--- src/rtl/gro_pkg.sv ---
package gro_pkg;
  // width of a fine phase index for an n-stage ring (2n states)
  function automatic int unsigned fine_bits(input int unsigned n);
    return $clog2(2 * n);
  endfunction
endpackage

--- src/rtl/gro_fine_decode.sv ---
module gro_fine_decode #(
  parameter int unsigned N      = 7,
  parameter int unsigned FINE_W = gro_pkg::fine_bits(N)
) (
  input  logic [N-1:0]      stage_i,
  output logic [FINE_W-1:0] fine_o
);
  localparam int unsigned TWO_N = 2 * N;

  logic [FINE_W-1:0] run_len;
  logic              run_on;

  always_comb begin
    run_len = FINE_W'(1);
    run_on  = 1'b1;
    for (int j = 1; j < int'(N); j++) begin
      if (run_on && (stage_i[j] == stage_i[0])) run_len = run_len + 1'b1;
      else run_on = 1'b0;
    end
    fine_o = (run_len - 1'b1) + (stage_i[0] ? FINE_W'(0) : FINE_W'(N));
  end

  // decoded index stays inside the 2N-state cycle
  always_comb begin
    assert_fine_range_R2: assert (32'(fine_o) < TWO_N)
      else $error("fine phase out of range");
  end
endmodule

--- src/rtl/gro_wrap_counter.sv ---
module gro_wrap_counter #(
  parameter int unsigned CNT_W = 6
) (
  input  logic             clk,
  input  logic             rst_n,
  input  logic             wrap_i,
  output logic [CNT_W-1:0] coarse_nxt_o
);
  logic             tap_q, tap_d;
  logic [CNT_W-1:0] cnt_q, cnt_d;
  logic             rise;

  always_comb begin
    rise  = wrap_i & ~tap_q;
    tap_d = wrap_i;
    cnt_d = cnt_q + CNT_W'(rise);
  end

  always_ff @(posedge clk or negedge rst_n) begin
    if (!rst_n) begin
      tap_q <= 1'b0;
      cnt_q <= '0;
    end else begin
      tap_q <= tap_d;
      cnt_q <= cnt_d;
    end
  end

  assign coarse_nxt_o = cnt_d;

  // the count moves by at most one step per edge
  assert_single_step_R3: assert property (@(posedge clk) disable iff (!rst_n)
    (cnt_q == $past(cnt_q)) || (cnt_q == CNT_W'($past(cnt_q) + 1'b1)));

  // a rise seen on the tap always advances the count
  assert_rise_counted_R3: assert property (@(posedge clk) disable iff (!rst_n)
    (wrap_i && !tap_q) |=> (cnt_q != $past(cnt_q)));
endmodule

--- src/rtl/gro_phase_diff.sv ---
module gro_phase_diff #(
  parameter int unsigned N      = 7,
  parameter int unsigned CNT_W  = 6,
  parameter int unsigned FINE_W = gro_pkg::fine_bits(N),
  parameter int unsigned OUT_W  = CNT_W + FINE_W + 1
) (
  input  logic                    clk,
  input  logic                    rst_n,
  input  logic                    strobe_i,
  input  logic [CNT_W-1:0]        coarse_i,
  input  logic [FINE_W-1:0]       fine_i,
  output logic signed [OUT_W-1:0] diff_o,
  output logic                    valid_o
);
  localparam logic [OUT_W-1:0] SPAN = OUT_W'(2 * N);
  localparam int unsigned      PADF = OUT_W - FINE_W;
  localparam int unsigned      PADC = OUT_W - CNT_W;

  logic [CNT_W-1:0]        ref_c_q, ref_c_d;
  logic [FINE_W-1:0]       ref_f_q, ref_f_d;
  logic                    primed_q, primed_d;
  logic                    valid_q, valid_d;
  logic signed [OUT_W-1:0] diff_q, diff_d;

  logic [CNT_W-1:0]        dcoarse;
  logic signed [OUT_W-1:0] dfine;
  logic [OUT_W-1:0]        coarse_part;

  always_comb begin
    dcoarse     = coarse_i - ref_c_q;  // modulo 2^CNT_W corrects rollover
    coarse_part = {{PADC{1'b0}}, dcoarse} * SPAN;
    dfine       = $signed({{PADF{1'b0}}, fine_i}) - $signed({{PADF{1'b0}}, ref_f_q});

    ref_c_d  = ref_c_q;
    ref_f_d  = ref_f_q;
    primed_d = primed_q;
    diff_d   = diff_q;
    valid_d  = 1'b0;
    if (strobe_i) begin
      ref_c_d  = coarse_i;
      ref_f_d  = fine_i;
      primed_d = 1'b1;
      if (primed_q) begin
        diff_d  = $signed(coarse_part) + dfine;
        valid_d = 1'b1;
      end
    end
  end

  always_ff @(posedge clk or negedge rst_n) begin
    if (!rst_n) begin
      ref_c_q  <= '0;
      ref_f_q  <= '0;
      primed_q <= 1'b0;
      valid_q  <= 1'b0;
      diff_q   <= '0;
    end else begin
      ref_c_q  <= ref_c_d;
      ref_f_q  <= ref_f_d;
      primed_q <= primed_d;
      valid_q  <= valid_d;
      diff_q   <= diff_d;
    end
  end

  assign diff_o  = diff_q;
  assign valid_o = valid_q;

  // every valid pulse answers a strobe one edge earlier
  assert_valid_follows_strobe_R4: assert property (@(posedge clk) disable iff (!rst_n)
    valid_q |-> $past(strobe_i));

  // the first strobe after reset yields no output
  assert_first_silent_R5: assert property (@(posedge clk) disable iff (!rst_n)
    (strobe_i && !primed_q) |=> !valid_q);

  // without a strobe the output word and the reference are kept
  assert_hold_between_R7: assert property (@(posedge clk) disable iff (!rst_n)
    !strobe_i |=> ($stable(diff_q) && $stable(ref_f_q) && $stable(ref_c_q) && !valid_q));
endmodule

--- src/rtl/gro_phase_meter.sv ---
module gro_phase_meter #(
  parameter int unsigned N_STAGES = 7,
  parameter int unsigned CNT_W    = 6,
  localparam int unsigned FINE_W  = gro_pkg::fine_bits(N_STAGES),
  localparam int unsigned OUT_W   = CNT_W + FINE_W + 1
) (
  input  logic                    clk,
  input  logic                    rst_n,
  input  logic [N_STAGES-1:0]     stage_i,
  input  logic                    wrap_i,
  input  logic                    strobe_i,
  output logic signed [OUT_W-1:0] diff_o,
  output logic                    valid_o
);
  logic             rst_meta_q, rst_sync_q;
  logic [CNT_W-1:0] coarse_nxt;
  logic [FINE_W-1:0] fine;

  // asynchronous assertion, synchronous release
  always_ff @(posedge clk or negedge rst_n) begin
    if (!rst_n) begin
      rst_meta_q <= 1'b0;
      rst_sync_q <= 1'b0;
    end else begin
      rst_meta_q <= 1'b1;
      rst_sync_q <= rst_meta_q;
    end
  end

  gro_fine_decode #(.N(N_STAGES), .FINE_W(FINE_W)) u_decode (
    .stage_i (stage_i),
    .fine_o  (fine)
  );

  gro_wrap_counter #(.CNT_W(CNT_W)) u_wrap (
    .clk          (clk),
    .rst_n        (rst_sync_q),
    .wrap_i       (wrap_i),
    .coarse_nxt_o (coarse_nxt)
  );

  gro_phase_diff #(.N(N_STAGES), .CNT_W(CNT_W), .FINE_W(FINE_W), .OUT_W(OUT_W)) u_diff (
    .clk      (clk),
    .rst_n    (rst_sync_q),
    .strobe_i (strobe_i),
    .coarse_i (coarse_nxt),
    .fine_i   (fine),
    .diff_o   (diff_o),
    .valid_o  (valid_o)
  );

  // outputs are quiet while the synchronized reset is held
  assert_quiet_in_reset_R1: assert property (@(posedge clk)
    !rst_sync_q |=> (!valid_o && (diff_o == '0)));
endmodule

--- config.mk ---
export PLATFORM = sky130hd
export DESIGN_NAME = gro_phase_meter
export DESIGN_NICKNAME = d
export VERILOG_FILES = /design/src/rtl/gro_pkg.sv /design/src/rtl/gro_fine_decode.sv /design/src/rtl/gro_wrap_counter.sv /design/src/rtl/gro_phase_diff.sv /design/src/rtl/gro_phase_meter.sv
export SDC_FILE = /design/constraint.sdc
export NUM_CORES = 1
export LEC_CHECK = 0
export ABC_AREA = 1
export BUFFER_PORTS_ARGS = -buffer_cell sky130_fd_sc_hd__clkbuf_2
export CAP_MARGIN = 20
export CORE_MARGIN = 3
export CORE_UTILIZATION = 34
export DETAILED_ROUTE_END_ITERATION = 8
export GPL_TIMING_DRIVEN = 0
export HOLD_SLACK_MARGIN = 0.08
export SETUP_SLACK_MARGIN = 0.3
export SLEW_MARGIN = 20
export SYNTH_ARGS = -nofsm -noshare
export SYNTH_HDL_FRONTEND = slang
export SYNTH_SLANG_ARGS = --single-unit
--- constraint.sdc ---
create_clock -name clk -period 1.3 [get_ports clk]
set_input_delay 0.13 -clock clk [delete_from_list [all_inputs] [get_ports clk]]
set_output_delay 0.13 -clock clk [all_outputs]
set_load 0.1 [all_outputs]
=== Word-level counts from Yosys, hierarchy flattened ===
Cells that the tools add are included.

* Bitwise operators: 2
* Add/sub/neg operators: 11
* Multiply operators: 1
* Shift-type cells: 0
* Reductions and logical operators: 6
* Equal/unequal tests: 6
* Div/mod/pow operators: 0
* Magnitude comparators: 0
* Muxes and demuxes: 14

{| class="wikitable"
|+ Operators by type and width
! kind !! count
|-
| $add A4 B1 Y4 const B || 5
|-
| $mux W4 || 5
|-
| $add A11 B11 Y11 || 1
|-
| $mul A6 B3 Y9 const B || 1
|-
| $mux W1 || 7
|-
| $add A6 B1 Y6 || 1
|-
| $eq A1 B1 Y1 || 6
|-
| $sub A6 B6 Y6 || 1
|-
| $logic_and A1 B1 Y1 || 5
|-
| $sub A4 B4 Y5 || 1
|-
| $add A4 B4 Y4 || 1
|-
| $sub A4 B1 Y4 const B || 1
|-
| $mux W3 || 1
|-
| $mux W2 || 1
|-
| $reduce_and A2 Y1 || 1
|-
| $and A1 B1 Y1 || 1
|-
| $not A1 Y1 || 1
|}

* Flip-flop bits (word level): 32
* Word-level logic and storage cells: 49
* Memories: 0
* Input port bits: 11
* Bits in writable memories: 0
* Output and inout bits: 12
* ROM bits: 0
* Latch bits: 0

=== Longest topological paths before layout ===
Gate-level depths: netlist of the first run.

* Depth in word-level cells: 16
* Gate-level depth with buffers: 31
* Gate-level depth less buffers: 31

=== Modules after synthesis ===
Synthesis of the first run repeated with hierarchy kept, for this count alone.

* Cell total of the unflattened synthesis: 346
* Area, all modules: 2645.0 µm²

{| class="wikitable"
|+ Modules (own cells, without submodules)
! module !! cells each !! area each (µm²) !! sequential area each (µm²) !! times used
|-
| gro_phase_diff || 271 || 2014.4 || 575.6 || 1
|-
| gro_wrap_counter || 25 || 291.5 || 175.2 || 1
|-
| gro_fine_decode || 47 || 285.3 || 0.0 || 1
|-
| gro_phase_meter || 3 || 53.8 || 50.0 || 1
|}

=== Least setup slack after synthesis of the first run ===
OpenSTA, ideal clock, no wires.

* Path type: register to register
* From: register u_wrap.tap_q
* To: register u_diff.diff_q[10], in the netlist u_diff.diff_o[10]
* Slack: -2.999 ns
* Library setup time: 0.120 ns
* Data arrival time: 4.179 ns
* Clock period less this slack: 4.299 ns
* Data required time: 1.180 ns
* Cell stages (with the launch flop): 24
* Path buffers: 0
* Path through: dfrtp_1 nor2_1 ha_1 ha_1 xor2_1 ha_1 a21oi_1 nand2_1 xnor2_2 inv_2 fa_1 inv_1 fa_1 o21ai_0 xnor2_1 inv_1 ha_1 nand2_1 nor2_1 nand3_1 nand3_1 nand2_1 nand3_1 nand2_1

* Cells in the longest elaborated chain, start to end: 6

{| class="wikitable"
|+ RTL lines
! item !! line !! text
|-
| start: declaration || gro_wrap_counter.sv:9 || <nowiki>logic tap_q, tap_d;</nowiki>
|-
| start signal: assignment || gro_wrap_counter.sv:24 || <nowiki>tap_q <= tap_d;</nowiki>
|-
| $not A1 Y1 || gro_wrap_counter.sv:14 || <nowiki>rise = wrap_i & ~tap_q;</nowiki>
|-
| $and A1 B1 Y1 || gro_wrap_counter.sv:14 ||
|-
| $add A6 B1 Y6 || gro_wrap_counter.sv:16 || <nowiki>cnt_d = cnt_q + CNT_W'(rise);</nowiki>
|-
| named net coarse_nxt[2] || gro_phase_meter.sv:16 || <nowiki>logic [CNT_W-1:0] coarse_nxt;</nowiki>
|-
| $sub A6 B6 Y6 || gro_phase_diff.sv:30 || <nowiki>dcoarse = coarse_i - ref_c_q;</nowiki>
|-
| $mul A6 B3 Y9 || gro_phase_diff.sv:31 || <nowiki>coarse_part = {{PADC{1'b0}}, dcoarse} * SPAN;</nowiki>
|-
| $add A11 B11 Y11 || gro_phase_diff.sv:44 || <nowiki>diff_d = $signed(coarse_part) + dfine;</nowiki>
|-
| end signal: assignment || gro_phase_diff.sv:62 || <nowiki>diff_q <= diff_d;</nowiki>
|-
| end: declaration || gro_phase_diff.sv:23 || <nowiki>logic signed [OUT_W-1:0] diff_q, diff_d;</nowiki>
|}

The timed path passes the listed nets, and every way through them passes these cells.
A chain may end at the register's enable or synchronous reset.

=== Worst setup path after layout of the first run ===
Ends and elaborated chain as after synthesis.

==> results of run 1 <==
cells by family after synthesis:
family,after synthesis,share of synthesized area (%)
adders and majority gates,41,22.2
buffers and inverters,58,8.60
other,1,0.147
DFF,32,31.4
and+or+nand+nor,126,21.1
xor gates and xnor gates,19,7.12
AOI/OAI and AO/OA,41,9.43
critical path, cell delays in order (launching register included):
cell      delay (ps)
dfrtp_1          370
nor2_2           130
ha_4             170
ha_4             130
buf_6            110
xor2_4           160
ha_4             250
buf_12           130
xnor2_4          140
fa_1             500
ha_2             200
inv_1             70
fa_2             410
o21ai_2          200
a21oi_1           80
o21bai_1         150
ha_1             280
nand2_2          120
inv_1             60
a21oi_2          150
nand3_1          100
nand2_1           70
nand3_1           90
nand2_1           60
worst max path at each step:
stage	from	to	slack (ps)	depth (start not counted)
6_report	u_wrap.tap_q	u_diff.diff_o[10]	-2890	23
5_1_grt	u_wrap.tap_q	u_diff.diff_o[10]	-3210	29
4_1_cts	u_wrap.tap_q	u_diff.diff_o[10]	-2830	23
3_5_place_dp	u_wrap.tap_q	u_diff.diff_o[10]	-2960	22
3_3_place_gp	u_wrap.tap_q	u_diff.diff_o[10]	-2920	22
2_1_floorplan	u_wrap.tap_q	u_diff.diff_o[10]	-2560	26
cell type report:
cell class | instances | area share (%)
buffer | 3 | 0.560
clock buffer | 6 | 2.05
clock inverter | 2 | 0.249
inverter | 55 | 5.32
multi-input combinational | 228 | 51.6
sequential | 32 | 20.3
tap | 96 | 2.99
timing repair buffer | 56 | 16.9
cell usage in the layout, fill, tap and decap left out, types with 3 or more instances in the layout:
master | synthesis | final
nand4_1 | 5 | 5
clkbuf_16 | 0 | 13
nand2_4 | 0 | 3
inv_2 | 2 | 14
dfrtp_2 | 0 | 13
ha_4 | 0 | 19
dfrtp_1 | 32 | 19
o21ai_2 | 2 | 7
xnor2_1 | 9 | 4
nand3_1 | 19 | 16
nand2_1 | 80 | 69
nor2_2 | 1 | 4
xnor2_2 | 1 | 4
o21ai_0 | 17 | 4
inv_1 | 52 | 37
nand3b_1 | 4 | 4
nand2_2 | 0 | 8
fa_2 | 0 | 4
buf_6 | 0 | 10
xor2_1 | 8 | 5
ha_2 | 0 | 3
inv_4 | 0 | 3
clkbuf_8 | 0 | 6
buf_4 | 0 | 21
o21ai_1 | 0 | 7
a21oi_2 | 0 | 6
nor2_1 | 13 | 6
or2_4 | 0 | 3
a21oi_1 | 13 | 5
ha_1 | 34 | 12
clkbuf_2 | 0 | 9
fa_1 | 7 | 3
nor2_4 | 0 | 4
nand3_2 | 0 | 3
metrics by stage:
step	worst slack (ps)	instances
after floorplan	-2560	318
after global placement	-2920	436
after detailed placement	-2960	436
after CTS	-2830	467
after global routing	-3210	478
final	-2890	478
flip-flops by register name, indices dropped and copies added (netlist names):
signal	cells
rst_meta_q	1
u_diff.valid_o	1
u_wrap.cnt_q	6
u_diff.diff_o	11
u_wrap.tap_q	1
u_diff.ref_c_q	6
u_diff.primed_q	1
u_diff.ref_f_q	4
rst_sync_q	1
layer usage:
layer / share of wire, % / up-vias
met4: 2.1 / 0
met5: 0 / -
met1: 44 / 1070
met3: 2.4 / 8
li1: - / 1141
met2: 51 / 33
repair_timing:
| item | 4_1_cts | 5_1_grt |
|---|---|---|
| buffers inserted | 21 | 11 |
| hold endpoints to repair | 3 | 0 |
| hold buffers | 2 | 0 |
| setup endpoints to repair | 38 | 38 |
| gates resized for setup | 72 | 47 |
| gates cloned | 0 | 0 |
| pin swaps | 33 | 45 |
==> key figures, run 1 <==
Run status
  • Status: finished, violations left
  • Failing checks: setup timing

Global routing
  • GR peak layer: met2
  • Global-route wire length before repair: 10000 microns
  • M2 GR Usage: 25.3%
  • Vias in the first global route: 2298
  • GRT Util Overall: 14.5%
  • GR Util met3: 2.03%
  • Antenna violations before repair: 0
  • Grt met1 use: 17.7%
  • Largest net degree at the start of global routing: 31
  • Total grt overflow: 0

Clock tree
  • Reg clk slew, reported paths: 70 ps
  • Clk buf depth: 2
  • Clk_lat worst skew: 290 ps
  • H-tree levels: 2
  • Clk sink count: 32
  • CTS tree: yes
  • Clock root cell: clkbuf_8
  • TritonCTS Buffers: 5

Layout
  • Fill cells: 580
  • Core Util, Final: 57.3%
  • Design Area, Final: 0.00402 sq mm
  • # diodes: 0
  • Area growth from synthesis to layout: 57.8%
  • Register area: 817 sq um
  • Multi-input gate area: 0.00207 sq mm
  • Fraction of layout cells with a size suffix above 1: 45.3%
  • Final #Nets: 433

STA
  • Clock skew: 4.98 ps
  • RSZ-0062 raised after global routing: yes
  • Crit share post-route: 323%
  • Max Clk Rate: 238 MHz
  • Setup TNS: -25560 ps
  • Headroom to the max-slew limit: 54.1%
  • Actual slew at the worst max-slew pin: 689 ps
  • Final setup fails: 18
  • Fin worst setup slack: -2890 ps
  • Max-slew violations: 0
  • Tmin final: 4190 ps
  • Final Hold Slack: 91.3 ps
  • Hold Violations, Final: 0

Critical path
  • Critical path fanouts, max: 4
  • Worst path arrival time: 4420 ps
  • CP Class: reg2reg
  • Crit end category: flop
  • R2r setup slk: -2890 ps
  • R2r worst-path depth: 23
  • FF-to-FF End: u_diff.diff_o[10]
  • Critical Path RT: 1520 ps
  • Startpoint types: flop
  • Reg2reg start: u_wrap.tap_q

Placement
  • RePlAce Congestion: 0.765
  • Count of buffers from port buffering: 22
  • DP Wirelength: 3920 microns
  • Placed cell area: 0.00307 sq mm

Routing
  • DRT Wirelength: 5700 microns
  • Drt first-iter violations: 101
  • Router iterations before antenna repair: 4
  • Post-route DRC: 0
  • DRT antenna net count: 0
  • DR vias: 2252
  • Via density: 4.71
  • Average wire per standard cell: 11.9 microns

Logic synthesis
  • Main synth FF type: dfrtp_1
  • Synth area leader: dfrtp_1
  • Post-synthesis cell type count: 29
  • Post-synth EDFFs: 0
  • Yosys warns: 0
  • Register area share after synthesis: 31.4%
  • Most frequent cell after synthesis: nand2_1
  • Synth top area cells: dfrtp_1, ha_1, nand2_1, inv_1, fa_1
  • Top post-synthesis cells by count: nand2_1, inv_1, ha_1, dfrtp_1, nand3_1
  • Cell Area, Synth: 0.00255 sq mm
  • Syn_area_per_cell: 8.01 sq um
  • Flop and latch count out of synthesis: 32
  • Syn Nets: 370
  • Gate Count Post-Synth: 318
  • Asr flop ratio synth: 100%
  • Post-synth top area share: 31.4%

Worst hold path
  • Worst Hold Path EP: u_diff.primed_q
  • Worst Min Path Start: strobe_i
  • Worst hold path depth: 2
  • Min-Delay Path Class: in2reg

Flow run
  • Max cap viols: 0

Floorplanning
  • Initial core utilization: 36.3%
  • Die area: 0.00857 sq mm
  • Die Span Y: 92.6 microns
  • Die X: 92.6 microns
  • Row cnt: 30
  • Core area: 0.00702 sq mm
  • IO Count: 23
Power of run 1 is left out: the tool's default activity adds up to more than one toggle a clock period on the data nets, which glitch-free logic cannot reach.
==> run 2: changes to the inputs <==
==> constraint.sdc (replaced) <==
create_clock -name clk -period 1.3 [get_ports clk]
set_input_delay 0.13 -clock clk [delete_from_list [all_inputs] [get_ports clk]]
set_output_delay 0.13 -clock clk [all_outputs]
set_load 0.05 [all_outputs]
==> key figures, run 2 (synthesis gave the netlist of run 1 again) <==
Layout
  • # diodes: 0 (unchanged)
  • Most frequent cells in the layout: nand2_1, inv_1, buf_4, dfrtp_1, ha_4 (was nand2_1, inv_1, buf_4, ha_4, dfrtp_1)
  • Fraction of layout cells with a size suffix above 1: 42.9% (was 45.3%)
  • Largest register FFs: 11 (unchanged)
  • Most common cell after layout, fill and taps aside: nand2_1 (unchanged)
  • Final #Nets: 438 (was 433)
  • Finished Layout Cells: 483 (was 478)
  • Fill cells: 590 (was 580)
  • Area growth from synthesis to layout: 53.1% (was 57.8%)

Clock tree
  • Reg clk slew, reported paths: 70 ps (about the same)
  • Clk buf depth: 2 (unchanged)
  • Clk_lat worst skew: 290 ps (about the same)
  • Clk sink count: 32 (unchanged)
  • CTS tree: yes (unchanged)
  • Clock root cell: clkbuf_8 (unchanged)
  • H-tree levels: 2 (unchanged)
  • TritonCTS Buffers: 5 (unchanged)

Floorplanning
  • Die area: 0.00857 sq mm (unchanged)
  • Die Span Y: 92.6 microns (unchanged)
  • Row cnt: 30 (unchanged)
  • Die X: 92.6 microns (unchanged)
  • IO Count: 23 (unchanged)
  • Initial core utilization: 36.3% (unchanged)
  • Core area: 0.00702 sq mm (unchanged)

Routing
  • Via density: 4.64 (was 4.71)
  • DR vias: 2242 (was 2252)
  • Drt first-iter violations: 37 (was 101)
  • DRT Wirelength: 5800 microns (was 5700 microns)
  • DRT antenna net count: 0 (unchanged)
  • Router iterations before antenna repair: 4 (unchanged)
  • Post-route DRC: 0 (unchanged)
  • Average wire per standard cell: 12.0 microns (was 11.9 microns)

STA
  • RSZ-0062 raised after global routing: yes (unchanged)
  • Hold Violations, Final: 0 (unchanged)
  • Tmin final: 4250 ps (was 4190 ps)
  • Fin worst setup slack: -2950 ps (was -2890 ps)
  • Final setup fails: 17 (was 18)
  • Headroom to the max-slew limit: 55.7% (was 54.1%)
  • Max Clk Rate: 236 MHz (was 238 MHz)
  • Max-slew violations: 0 (unchanged)
  • Crit share post-route: 327% (was 323%)
  • Clock skew: 4.97 ps (was 4.98 ps)
  • Actual slew at the worst max-slew pin: 664 ps (was 689 ps)

Placement
  • RePlAce Congestion: 0.764 (was 0.765)
  • Count of buffers from port buffering: 22 (unchanged)
  • Placed cell count: 436 (unchanged)
  • DP Wirelength: 3800 microns (was 3920 microns)

Critical path
  • CP Class: reg2reg (unchanged)
  • Critical Path RT: 1480 ps (was 1520 ps)
  • Startpoint types: flop (unchanged)
  • Critical path fanouts, max: 5 (was 4)
  • Worst path arrival time: 4430 ps (was 4420 ps)
  • Crit end category: flop (unchanged)

Flow run
  • Max cap viols: 0 (unchanged)

Run status
  • Failing checks: setup timing (unchanged)
  • Status: finished, violations left (unchanged)

Worst hold path
  • Min-Delay Path Class: in2reg (unchanged)

Global routing
  • Antenna violations before repair: 0 (unchanged)
  • GRT Util Overall: 13.6% (was 14.5%)
  • Largest net degree at the start of global routing: 31 (unchanged)
  • Global-route wire length before repair: 9510 microns (was 10000 microns)
  • Vias in the first global route: 2252 (was 2298)
  • Total grt overflow: 0 (unchanged)
run 2: cell types whose count changed in the layout (fill, tap and decap cells not counted), moves of 6 or more:
cell,delta
dfrtp_1,+12
dfrtp_2,-12
buf_8,+9
clkbuf_16,-12
buf_6,-6
buf_4,+13
run 2: path summary, 6_finish.rpt:
| check | from | to | slack (ps) | cells after the start |
|---|---|---|---|---|
| worst max register to register | u_wrap.tap_q | u_diff.diff_o[10] | -2950 | 25 |
| worst max-delay path | u_wrap.tap_q | u_diff.diff_o[10] | -2950 | 25 |
| worst min-delay path | strobe_i | u_diff.primed_q | 100 | 2 |
| max in group asynchronous | rst_sync_q | u_diff.diff_o[4] | 560 | 0 |
| worst min register to register | rst_sync_q | u_wrap.cnt_q[3] | 300 | 0 |
| min in group asynchronous | rst_n | rst_sync_q | 170 | 2 |
run 2: stage by stage:
stage	hold WS (ps)	setup TNS (ps)	instance area, sq um	utilization [%]	setup slack [ps]
after floorplan	-166	-23660	2820	-	-2560
after global placement	-84.4	-29150	3050	43.5	-2920
after detailed placement	-80.1	-28780	3060	43.5	-2970
after CTS	96.1	-25220	3570	50.8	-2840
after global routing	109	-29180	3900	55.6	-3180
final	97.7	-26250	3900	55.6	-2950
run 2: what timing repair did:
| action | in CTS | in global routing |
|---|---|---|
| resized for setup | 52 | 60 |
| endpoints found under the hold margin | 3 | 0 |
| hold buffers | 2 | 0 |
| pin swaps | 31 | 55 |
| buffers inserted | 23 | 14 |
| endpoints found under the setup margin | 38 | 37 |
run 2: layout make-up:
cell class                 instances  area, sq um  share of cell area [%]
multi-input combinational        228         2080                    53.4
timing repair buffer              61          553                    14.2
tap                               96          120                    3.08
buffer                             3         22.5                   0.577
clock inverter                     3         42.5                    1.09
inverter                          55          209                    5.36
sequential                        32          802                    20.6
clock buffer                       5         68.8                    1.76
run 2: per-layer routing:
layer / global-route usage [%] / part of all wire, % / up-vias
li1: - / - / 1152
met1: 16.4 / 42 / 1061
met2: 24.6 / 54 / 20
met3: 1.95 / 1.7 / 9
met4: 4.70 / 1.6 / 0
met5: 0 / 0 / -
run 2: worst max-delay path, stage by stage (launching register included):
cell     delay [ps]
dfrtp_1         370
nor2_2          160
ha_4            170
ha_4            160
xor2_4          200
ha_4            260
a21oi_4         160
nand2_2          80
xnor2_2         210
buf_4           150
xor2_1          120
inv_1            80
ha_4            270
ha_4            200
a21o_1          210
a31oi_1         210
xor2_1          160
inv_1            80
ha_4            330
nand2_8          80
nor2_4          120
nand3_2          70
nand3_1          80
nand2_1          50
nand3_1          90
nand2_1          50
Power of run 2 is left out for the same reason.
